### src/rtl/dbdma_pkg.sv
package dbdma_pkg;

  typedef enum logic [1:0] {
    ST_IDLE  = 2'd0,
    ST_STALL = 2'd1,
    ST_ON    = 2'd2,
    ST_NEXT  = 2'd3
  } ch_state_e;

  localparam logic [7:0] A_CTRL  = 8'h00;
  localparam logic [7:0] A_INT   = 8'h04;
  localparam logic [7:0] A_PORT  = 8'h08;
  localparam logic [7:0] A_STAT  = 8'h0C;
  localparam logic [7:0] A_CNT0  = 8'h20;
  localparam logic [7:0] A_BASE0 = 8'h24;
  localparam logic [7:0] A_CNT1  = 8'h30;
  localparam logic [7:0] A_BASE1 = 8'h34;

  localparam int C_STALL_IE = 0;
  localparam int C_NFB_IE   = 1;
  localparam int C_DIR_TX   = 2;
  localparam int C_ERR_IE   = 3;
  localparam int C_EN       = 4;
  localparam int C_ERR_CAP  = 6;

  localparam logic [6:0] CTRL_MASK = 7'h5F;

endpackage

### src/rtl/dbdma_seq.sv
module dbdma_seq
  import dbdma_pkg::*;
(
  input  logic       clk_i,
  input  logic       rst_ni,
  input  logic       en_i,
  input  logic [1:0] ld_i,
  input  logic       done_i,
  output ch_state_e  state_o,
  output logic       cur_o,
  output logic [1:0] valid_o,
  output logic       busy_o,
  output logic       handoff_o
);

  ch_state_e  state_q, state_n;
  logic       cur_q, cur_n, pref_q, pref_n;
  logic [1:0] valid_q, valid_n;
  logic       busy;

  assign busy = (state_q == ST_ON) || (state_q == ST_NEXT);

  always_comb begin
    valid_n   = valid_q | ld_i;
    state_n   = state_q;
    cur_n     = cur_q;
    pref_n    = pref_q;
    handoff_o = 1'b0;
    if (busy && done_i) valid_n[cur_q] = 1'b0;
    unique case (state_q)
      ST_IDLE, ST_STALL: begin
        if (!en_i) begin
          state_n = ST_IDLE;
        end else if (|valid_n) begin
          cur_n   = valid_n[pref_q] ? pref_q : ~pref_q;
          state_n = (&valid_n) ? ST_NEXT : ST_ON;
        end
      end
      default: begin
        if (done_i) begin
          pref_n = ~cur_q;
          if (!en_i) begin
            state_n = ST_IDLE;
            valid_n = '0;
          end else if (valid_n[~cur_q]) begin
            cur_n     = ~cur_q;
            state_n   = ST_ON;
            handoff_o = 1'b1;
          end else begin
            state_n = ST_STALL;
          end
        end else begin
          state_n = (&valid_n) ? ST_NEXT : ST_ON;
        end
      end
    endcase
  end

  always_ff @(posedge clk_i or negedge rst_ni) begin
    if (!rst_ni) begin
      state_q <= ST_IDLE;
      cur_q   <= 1'b0;
      pref_q  <= 1'b0;
      valid_q <= '0;
    end else begin
      state_q <= state_n;
      cur_q   <= cur_n;
      pref_q  <= pref_n;
      valid_q <= valid_n;
    end
  end

  assign state_o = state_q;
  assign cur_o   = cur_q;
  assign valid_o = valid_q;
  assign busy_o  = busy;

  p_start_r3: assert property (@(posedge clk_i) disable iff (!rst_ni)
    (!busy && en_i && valid_q == 2'b00 && ld_i == 2'b01) |=> (state_q == ST_ON && !cur_q));

  p_handoff_r6: assert property (@(posedge clk_i) disable iff (!rst_ni)
    (busy && done_i && en_i && valid_q[~cur_q]) |=> (state_q == ST_ON && cur_q != $past(cur_q)));

  p_stall_r7: assert property (@(posedge clk_i) disable iff (!rst_ni)
    (busy && done_i && en_i && !valid_q[~cur_q] && !ld_i[~cur_q]) |=> (state_q == ST_STALL));

  p_shutdown_r10: assert property (@(posedge clk_i) disable iff (!rst_ni)
    (state_q == ST_STALL && !en_i) |=> (state_q == ST_IDLE));

endmodule

### src/rtl/dbdma_mover.sv
module dbdma_mover #(
  parameter int AW = 32,
  parameter int CW = 16,
  parameter int DW = 8
) (
  input  logic          clk_i,
  input  logic          rst_ni,
  input  logic          run_i,
  input  logic          dir_tx_i,
  input  logic [AW-1:0] base_i,
  input  logic [CW-1:0] cnt_i,
  output logic          mem_req_o,
  output logic          mem_we_o,
  output logic [AW-1:0] mem_addr_o,
  output logic [DW-1:0] mem_wdata_o,
  input  logic [DW-1:0] mem_rdata_i,
  input  logic          mem_ack_i,
  input  logic          mem_err_i,
  output logic          per_tx_valid_o,
  output logic [DW-1:0] per_tx_data_o,
  input  logic          per_tx_ready_i,
  input  logic          per_rx_valid_i,
  input  logic [DW-1:0] per_rx_data_i,
  output logic          per_rx_ready_o,
  output logic          done_o,
  output logic          err_o
);

  typedef enum logic [1:0] {M_CHK, M_MEM, M_PER} mv_state_e;

  mv_state_e     st_q;
  logic [CW-1:0] off_q;
  logic [DW-1:0] byte_q;

  assign done_o = (st_q == M_CHK) && run_i && (off_q == cnt_i);
  assign err_o  = (st_q == M_MEM) && mem_ack_i && mem_err_i;

  always_ff @(posedge clk_i or negedge rst_ni) begin
    if (!rst_ni) begin
      st_q   <= M_CHK;
      off_q  <= '0;
      byte_q <= '0;
    end else begin
      unique case (st_q)
        M_CHK: begin
          if (run_i) begin
            if (off_q == cnt_i) off_q <= '0;
            else st_q <= dir_tx_i ? M_MEM : M_PER;
          end
        end
        M_MEM: begin
          if (mem_ack_i) begin
            if (dir_tx_i) begin
              byte_q <= mem_rdata_i;
              st_q   <= M_PER;
            end else begin
              off_q <= off_q + 1'b1;
              st_q  <= M_CHK;
            end
          end
        end
        default: begin
          if (dir_tx_i) begin
            if (per_tx_ready_i) begin
              off_q <= off_q + 1'b1;
              st_q  <= M_CHK;
            end
          end else if (per_rx_valid_i) begin
            byte_q <= per_rx_data_i;
            st_q   <= M_MEM;
          end
        end
      endcase
    end
  end

  assign mem_req_o      = (st_q == M_MEM);
  assign mem_we_o       = !dir_tx_i;
  assign mem_addr_o     = base_i + AW'(off_q);
  assign mem_wdata_o    = byte_q;
  assign per_tx_valid_o = (st_q == M_PER) && dir_tx_i;
  assign per_tx_data_o  = byte_q;
  assign per_rx_ready_o = (st_q == M_PER) && !dir_tx_i;

  p_req_hold_r4: assert property (@(posedge clk_i) disable iff (!rst_ni)
    (mem_req_o && !mem_ack_i) |=> (mem_req_o && $stable(mem_addr_o)));

  p_tx_hold_r4: assert property (@(posedge clk_i) disable iff (!rst_ni)
    (per_tx_valid_o && !per_tx_ready_i) |=> (per_tx_valid_o && $stable(per_tx_data_o)));

  p_off_bound_r13: assert property (@(posedge clk_i) disable iff (!rst_ni)
    run_i |-> (off_q <= cnt_i));

endmodule

### src/rtl/dbdma_irq.sv
module dbdma_irq (
  input  logic       clk_i,
  input  logic       rst_ni,
  input  logic       stall_lvl_i,
  input  logic       handoff_i,
  input  logic       nfb_clr_i,
  input  logic       err_i,
  input  logic       err_cap_i,
  input  logic       err_clr_i,
  input  logic       ie_stall_i,
  input  logic       ie_nfb_i,
  input  logic       ie_err_i,
  output logic [3:0] pend_o,
  output logic       irq_o
);

  logic nfb_q, err_q;

  always_ff @(posedge clk_i or negedge rst_ni) begin
    if (!rst_ni) begin
      nfb_q <= 1'b0;
      err_q <= 1'b0;
    end else begin
      if (handoff_i)      nfb_q <= 1'b1;
      else if (nfb_clr_i) nfb_q <= 1'b0;
      if (err_clr_i)                  err_q <= 1'b0;
      else if (err_i && err_cap_i)    err_q <= 1'b1;
    end
  end

  assign pend_o = {err_q, 1'b0, nfb_q, stall_lvl_i};
  assign irq_o  = (stall_lvl_i && ie_stall_i) || (nfb_q && ie_nfb_i) || (err_q && ie_err_i);

  p_err_set_r9: assert property (@(posedge clk_i) disable iff (!rst_ni)
    (err_i && err_cap_i && !err_clr_i) |=> err_q);

  p_err_clr_r9: assert property (@(posedge clk_i) disable iff (!rst_ni)
    err_clr_i |=> !err_q);

  p_nfb_set_r6: assert property (@(posedge clk_i) disable iff (!rst_ni)
    handoff_i |=> nfb_q);

endmodule

### src/rtl/dbdma_chan.sv
module dbdma_chan
  import dbdma_pkg::*;
#(
  parameter int AW     = 32,
  parameter int CW     = 16,
  parameter int DW     = 8,
  parameter int PORT_W = 4,
  parameter int RAW    = 6
) (
  input  logic              clk_i,
  input  logic              rst_ni,
  input  logic              reg_we_i,
  input  logic [RAW-1:0]    reg_addr_i,
  input  logic [31:0]       reg_wdata_i,
  output logic [31:0]       reg_rdata_o,
  output logic              mem_req_o,
  output logic              mem_we_o,
  output logic [AW-1:0]     mem_addr_o,
  output logic [DW-1:0]     mem_wdata_o,
  input  logic [DW-1:0]     mem_rdata_i,
  input  logic              mem_ack_i,
  input  logic              mem_err_i,
  output logic [PORT_W-1:0] per_sel_o,
  output logic              per_tx_valid_o,
  output logic [DW-1:0]     per_tx_data_o,
  input  logic              per_tx_ready_i,
  input  logic              per_rx_valid_i,
  input  logic [DW-1:0]     per_rx_data_i,
  output logic              per_rx_ready_o,
  output logic              irq_o
);

  localparam int NSLOT = 2;

  logic [6:0]          ctrl_q;
  logic [PORT_W-1:0]   port_q;
  logic [CW-1:0]       cnt_w  [NSLOT];
  logic [AW-1:0]       base_w [NSLOT];
  logic [NSLOT-1:0]    ld;
  ch_state_e           state;
  logic                cur, busy, handoff, done, err;
  logic [NSLOT-1:0]    valid;
  logic [3:0]          pend;

  logic wr_ctrl, wr_port, wr_int;
  assign wr_ctrl = reg_we_i && (reg_addr_i == RAW'(A_CTRL));
  assign wr_port = reg_we_i && (reg_addr_i == RAW'(A_PORT));
  assign wr_int  = reg_we_i && (reg_addr_i == RAW'(A_INT));

  always_ff @(posedge clk_i or negedge rst_ni) begin
    if (!rst_ni) begin
      ctrl_q <= '0;
      port_q <= '0;
    end else begin
      if (wr_ctrl) ctrl_q <= reg_wdata_i[6:0] & CTRL_MASK;
      if (wr_port) port_q <= reg_wdata_i[PORT_W-1:0];
    end
  end

  for (genvar s = 0; s < NSLOT; s++) begin : g_slot
    localparam logic [RAW-1:0] CA = (s == 0) ? RAW'(A_CNT0)  : RAW'(A_CNT1);
    localparam logic [RAW-1:0] BA = (s == 0) ? RAW'(A_BASE0) : RAW'(A_BASE1);
    logic          lock, wr_c, wr_b;
    logic [CW-1:0] c_q;
    logic [AW-1:0] b_q;

    assign lock  = busy && (cur == 1'(s));
    assign wr_c  = reg_we_i && (reg_addr_i == CA) && !lock;
    assign wr_b  = reg_we_i && (reg_addr_i == BA) && !lock;
    assign ld[s] = wr_b;

    always_ff @(posedge clk_i or negedge rst_ni) begin
      if (!rst_ni) begin
        c_q <= '0;
        b_q <= '0;
      end else begin
        if (wr_c) c_q <= reg_wdata_i[CW-1:0];
        if (wr_b) b_q <= reg_wdata_i[AW-1:0];
      end
    end

    assign cnt_w[s]  = c_q;
    assign base_w[s] = b_q;

    p_lock_r12: assert property (@(posedge clk_i) disable iff (!rst_ni)
      (busy && cur == 1'(s) && reg_we_i && (reg_addr_i == CA || reg_addr_i == BA))
      |=> ($stable(c_q) && $stable(b_q)));
  end

  dbdma_seq u_seq (
    .clk_i     (clk_i),
    .rst_ni    (rst_ni),
    .en_i      (ctrl_q[C_EN]),
    .ld_i      (ld),
    .done_i    (done),
    .state_o   (state),
    .cur_o     (cur),
    .valid_o   (valid),
    .busy_o    (busy),
    .handoff_o (handoff)
  );

  dbdma_mover #(.AW(AW), .CW(CW), .DW(DW)) u_mover (
    .clk_i          (clk_i),
    .rst_ni         (rst_ni),
    .run_i          (busy),
    .dir_tx_i       (ctrl_q[C_DIR_TX]),
    .base_i         (base_w[cur]),
    .cnt_i          (cnt_w[cur]),
    .mem_req_o      (mem_req_o),
    .mem_we_o       (mem_we_o),
    .mem_addr_o     (mem_addr_o),
    .mem_wdata_o    (mem_wdata_o),
    .mem_rdata_i    (mem_rdata_i),
    .mem_ack_i      (mem_ack_i),
    .mem_err_i      (mem_err_i),
    .per_tx_valid_o (per_tx_valid_o),
    .per_tx_data_o  (per_tx_data_o),
    .per_tx_ready_i (per_tx_ready_i),
    .per_rx_valid_i (per_rx_valid_i),
    .per_rx_data_i  (per_rx_data_i),
    .per_rx_ready_o (per_rx_ready_o),
    .done_o         (done),
    .err_o          (err)
  );

  dbdma_irq u_irq (
    .clk_i       (clk_i),
    .rst_ni      (rst_ni),
    .stall_lvl_i (state == ST_STALL),
    .handoff_i   (handoff),
    .nfb_clr_i   (|ld),
    .err_i       (err),
    .err_cap_i   (ctrl_q[C_ERR_CAP]),
    .err_clr_i   (wr_int),
    .ie_stall_i  (ctrl_q[C_STALL_IE]),
    .ie_nfb_i    (ctrl_q[C_NFB_IE]),
    .ie_err_i    (ctrl_q[C_ERR_IE]),
    .pend_o      (pend),
    .irq_o       (irq_o)
  );

  assign per_sel_o = port_q;

  always_comb begin
    reg_rdata_o = '0;
    if (reg_addr_i == RAW'(A_CTRL))       reg_rdata_o = 32'(ctrl_q);
    else if (reg_addr_i == RAW'(A_INT))   reg_rdata_o = 32'(pend);
    else if (reg_addr_i == RAW'(A_PORT))  reg_rdata_o = 32'(port_q);
    else if (reg_addr_i == RAW'(A_STAT))  reg_rdata_o = 32'({state, valid, 1'b0, cur});
    else if (reg_addr_i == RAW'(A_CNT0))  reg_rdata_o = 32'(cnt_w[0]);
    else if (reg_addr_i == RAW'(A_BASE0)) reg_rdata_o = 32'(base_w[0]);
    else if (reg_addr_i == RAW'(A_CNT1))  reg_rdata_o = 32'(cnt_w[1]);
    else if (reg_addr_i == RAW'(A_BASE1)) reg_rdata_o = 32'(base_w[1]);
  end

  p_quiet_idle_r10: assert property (@(posedge clk_i) disable iff (!rst_ni)
    (state == ST_IDLE) |-> (!mem_req_o && !per_tx_valid_o && !per_rx_ready_o));

  p_port_r2: assert property (@(posedge clk_i) disable iff (!rst_ni)
    wr_port |=> (per_sel_o == $past(reg_wdata_i[PORT_W-1:0])));

  p_access_busy_r3: assert property (@(posedge clk_i) disable iff (!rst_ni)
    mem_req_o |-> busy);

endmodule

### config.mk
export PLATFORM = sky130hd
export DESIGN_NAME = dbdma_chan
export DESIGN_NICKNAME = d
export VERILOG_FILES = /design/src/rtl/dbdma_pkg.sv /design/src/rtl/dbdma_seq.sv /design/src/rtl/dbdma_mover.sv /design/src/rtl/dbdma_irq.sv /design/src/rtl/dbdma_chan.sv
export SDC_FILE = /design/constraint.sdc
export NUM_CORES = 1
export LEC_CHECK = 0
export ABC_AREA = 0
export CAP_MARGIN = 0
export CORE_UTILIZATION = 45
export DETAILED_ROUTE_END_ITERATION = 16
export PLACE_DENSITY = 0.7
export SYNTH_ARGS = -nofsm -noshare
export SYNTH_HDL_FRONTEND = slang
export SYNTH_SLANG_ARGS = --single-unit
export TNS_END_PERCENT = 10
### constraint.sdc
create_clock -name clk_i -period 5.26 [get_ports clk_i]
set_input_delay 1.052 -clock clk_i [delete_from_list [all_inputs] [get_ports clk_i]]
set_output_delay 1.052 -clock clk_i [all_outputs]
set_load 0.05 [all_outputs]
==> out/qor.txt <==
POWER AND IR DROP
-------------------------------------------------------------------------------------
Sequential cell fraction of total power                                         0.336
Power consumption                                                             4.33 mW
Switching component of the power                                              1.71 mW
Worst IR drop on VDD                                                         0.276 mV
Share of total power in combinational logic                                     0.378
Int Power                                                                     2.62 mW
Switch share                                                                    0.395
Clock Power Share                                                               0.286
Total leakage power                                                           4.98 nW
Power density over cell area                                              388 nW/um^2

YOSYS
-------------------------------------------------------------------------------------
Number of synthesized register bits                                               140
Number of unique standard cell types used by synthesis                             66
YS warnings                                                                         0
Post-Synthesis Cell Area                                                   8480 sq um
Cell count after synthesis                                                        800
Count of flip-flops with a built-in enable after synthesis                          0
FFs w/ async S/R, synth                                                          1.00
Share of the synthesized area in the top cell type                              0.413
Top_reg_cell synth                                                            dfrtp_1
Synth Area per Inst                                                        10.6 sq um
Synthesized netlist net count                                                     879
Fraction of the yosys area taken by sequential cells                            0.413
Leading area contributor after synthesis                                      dfrtp_1
Biggest area contributors in the synthesized netlist                     dfrtp_1 41%, mux2_2 17%, mux2i_1 5.0%, a22o_1 3.0%, xnor2_1 2.9%

PLACEMENT
-------------------------------------------------------------------------------------
Post-Place Setup Slack                                                         731 ps
Half-perimeter wire length after detailed placement                           17.1 mm
Final weighted congestion in routability-driven placement                       0.874
I/O Buffers                                                                       149

FLOORPLANNING
-------------------------------------------------------------------------------------
Floorplan die width                                                            139 um
Initial Util                                                                    0.466
Placeable core area                                                      18,200 sq um
IO Pins                                                                           150
Floorplan row count                                                                49
Overall die height                                                             139 um
Die Area                                                                 19,400 sq um

DETAILED ROUTING
-------------------------------------------------------------------------------------
Number of routed nets with antenna violations                                       0
Detailed router's first-iteration violation count                                 506
First drt pass iteration count                                                      6
Average vias per placed instance                                                 5.98
Number of remaining DRC errors                                                      0
Wire length per cell                                                          20.2 um
Final wirelength                                                              23.8 mm
Total vias in the final route                                                   7,032

TIMING
-------------------------------------------------------------------------------------
Pins Over Slew Limit                                                                0
Highest clock rate                                                            201 MHz
Worst Max-Slew Pin Slew                                                       1030 ps
Count of endpoints failing hold in the final timing report                          0
Minimum period implied by the final worst setup slack                         4980 ps
Setup Skew                                                                    7.98 ps
Worst path setup slack after routing                                           283 ps
Final Setup Violations                                                              0
Post-route clock period utilization                                             0.946
Slew HR                                                                         0.308
Setup repair after global routing missed its margin                                no

HOLD PATH
-------------------------------------------------------------------------------------
HP Class                                                                   reg -> reg
Worst hold start                                                         u_mover.mem_wdata_o[1]$_DFFE_PN0P_
Hold depth                                                                          2
Worst-case hold path end point                                           u_mover.mem_wdata_o[1]$_DFFE_PN0P_

GRT
-------------------------------------------------------------------------------------
Vias in the first global route                                                  6,914
Routing usage on met2                                                           0.403
First-pass GRT wire length                                                    38.0 mm
Antenna violations before repair                                                    0
Global routing usage on met1                                                    0.342
Total congestion overflow                                                           0
Met3 Use GR                                                                    0.0588
GRT Max-Usage Layer                                                              met2
Total routing usage reported by global routing                                  0.251
Largest net degree at the start of global routing                                 102

CLOCKING
-------------------------------------------------------------------------------------
# Post-CTS Setup Buffers                                                            0
Root cell of the clock tree                                                 clkbuf_16
Deepest clock path buffer count                                                     2
Post-CTS sizing                                                                     0
CTS tree                                                                        built
CTS Sinks                                                                         140
Worst skew pair latency                                                        420 ps
Total CTS buffers                                                                  17
Number of H-tree levels                                                             4
Clock-pin slew of the registers on the worst-case setup and hold paths          60 ps
CTS Hold Buffers Added                                                              0

SETUP PATH
-------------------------------------------------------------------------------------
R2R Setup Slk                                                                 2010 ps
Critical R2R Launch                                                      u_seq.cur_o$_DFFE_PN0P_
Critical Path Fanout Max                                                           17
Worst setup path start                                                   u_seq.cur_o$_DFFE_PN0P_
Arrival time of the worst setup path                                          3930 ps
Crit. End Element                                                         output port
Number of cells traversed by the worst register-to-register path                    8
Kind of launch point of the worst setup path                                 register
Worst EP required                                                             4210 ps
Worst setup path category                                                  reg -> out
Worst R2R End                                                            u_mover.off_q[12]$_DFFE_PN0P_

FINAL LAYOUT
-------------------------------------------------------------------------------------
Area growth from synthesis to final layout                                      31.7%
Number of nets in the finished design                                           1,013
Share of post-route cells with drive strength above 1                           0.254
Antenna diode count                                                                 0
Core occupancy in the finished layout                                           0.614

RUN
-------------------------------------------------------------------------------------
Maximum Capacitance Violations                                                      0

OUTCOME
-------------------------------------------------------------------------------------
Result of the run                                                        complete, no violations

==> worst max-delay path by stage <==
| stage | slack (ps) | end |
|---|---|---|
| floorplan | -180 | mem_addr_o[30] |
| global placement | 820 | mem_addr_o[30] |
| detailed placement | 730 | mem_addr_o[30] |
| CTS | 250 | mem_addr_o[30] |
| global route | 20 | mem_addr_o[26] |
| finish | 280 | mem_addr_o[22] |
==> cells in the mapped netlist (17+ instances only) <==
cell type  number
o21ai_0        32
mux2i_1        42
xor2_1         17
a21oi_1        39
xnor2_1        28
nand3_1        19
ha_1           17
clkbuf_1       28
mux2_2        125
dfrtp_1       140
a22o_1         29
nor2_1         29
nand2_1        53
==> registers in the layout, summed over array words and instances, names as in the netlist <==
register and flops:
u_mover.st_q 2, u_irq.err_q 1, u_seq.cur_o 1, u_seq.valid_o 2, u_mover.off_q 16, u_seq.state_o 2, per_sel_o 4, u_mover.mem_wdata_o 8
g_slot.c_q 32, ctrl_q 6, g_slot.b_q 64, u_seq.pref_q 1, u_irq.nfb_q 1
==> logic make-up (layout without fill, tap and decap cells) <==
logic type	after synthesis	in the layout	share of synthesized area
flip-flops	140	140	0.413
buffers and inverters	67	214	0.0366
adder cells (fa/ha/maj)	18	18	0.0274
AO/OA/AOI/OAI	187	187	0.156
AND/OR/NAND/NOR	176	176	0.105
XOR/XNOR	45	45	0.0465
multiplexers	167	167	0.215
==> cells in the final DEF (no fill, tap or decap), drive strengths merged, types with 16 or more instances in the layout <==
| cell type | count |
|---|---|
| a21oi | 39 |
| a22o | 29 |
| buf | 75 |
| clkbuf | 19 |
| clkdlybuf4s50 | 93 |
| dfrtp | 140 |
| ha | 17 |
| inv | 16 |
| mux2 | 125 |
| mux2i | 42 |
| nand2 | 53 |
| nand3 | 19 |
| nor2 | 30 |
| o21ai | 36 |
| xnor2 | 28 |
| xor2 | 17 |
==> final cells by class <==
class / instances / area [sq um]
clock inverters: 13 / 166
inverters: 14 / 52.6
multi-input cells: 593 / 4670
clock buffers: 19 / 443
fillers: 1496 / 7040
repair buffers: 168 / 2050
flip-flops and latches: 140 / 3500
well taps: 229 / 287
==> routing by layer <==
metal	up-vias	wire length, um
li1	3258	-
met1	3491	10800
met4	0	298
met3	26	1450
met5	-	0
met2	257	11200
==> critical path, stage by stage, from the launching register on <==
cell and delay (ps):
dfrtp_2 450, buf_12 190, mux2_2 360, ha_1 400, a2111oi_0 470, o21ai_0 290
a2111oi_2 430, nor2_1 290, nand4b_1 180, xor2_1 270, buf_12 180
==> power by group through the flow <==
stage | Clock [mW] | Combinational, mW | Sequential, mW
final | 1.24 | 1.64 | 1.46
after global placement | 0 | 1.61 | 1.46
after floorplan | 0 | 1.07 | 1.50
after detailed placement | 0 | 1.62 | 1.47
after global routing | 1.30 | 1.74 | 1.48
after CTS | 1.26 | 1.63 | 1.45
==> through the flow <==
stage                     TNS (ps)  instance area (sq um)  instances  hold WS [ps]
final                            0                  11200       1176           512
after CTS                        0                  11200       1176           519
after detailed placement         0                  10600       1144           505
after global placement           0                  10600       1144           493
after global routing             0                  11200       1176           545
after floorplan              -1230                   8480        800           493
(Power assumes the default switching activity.)
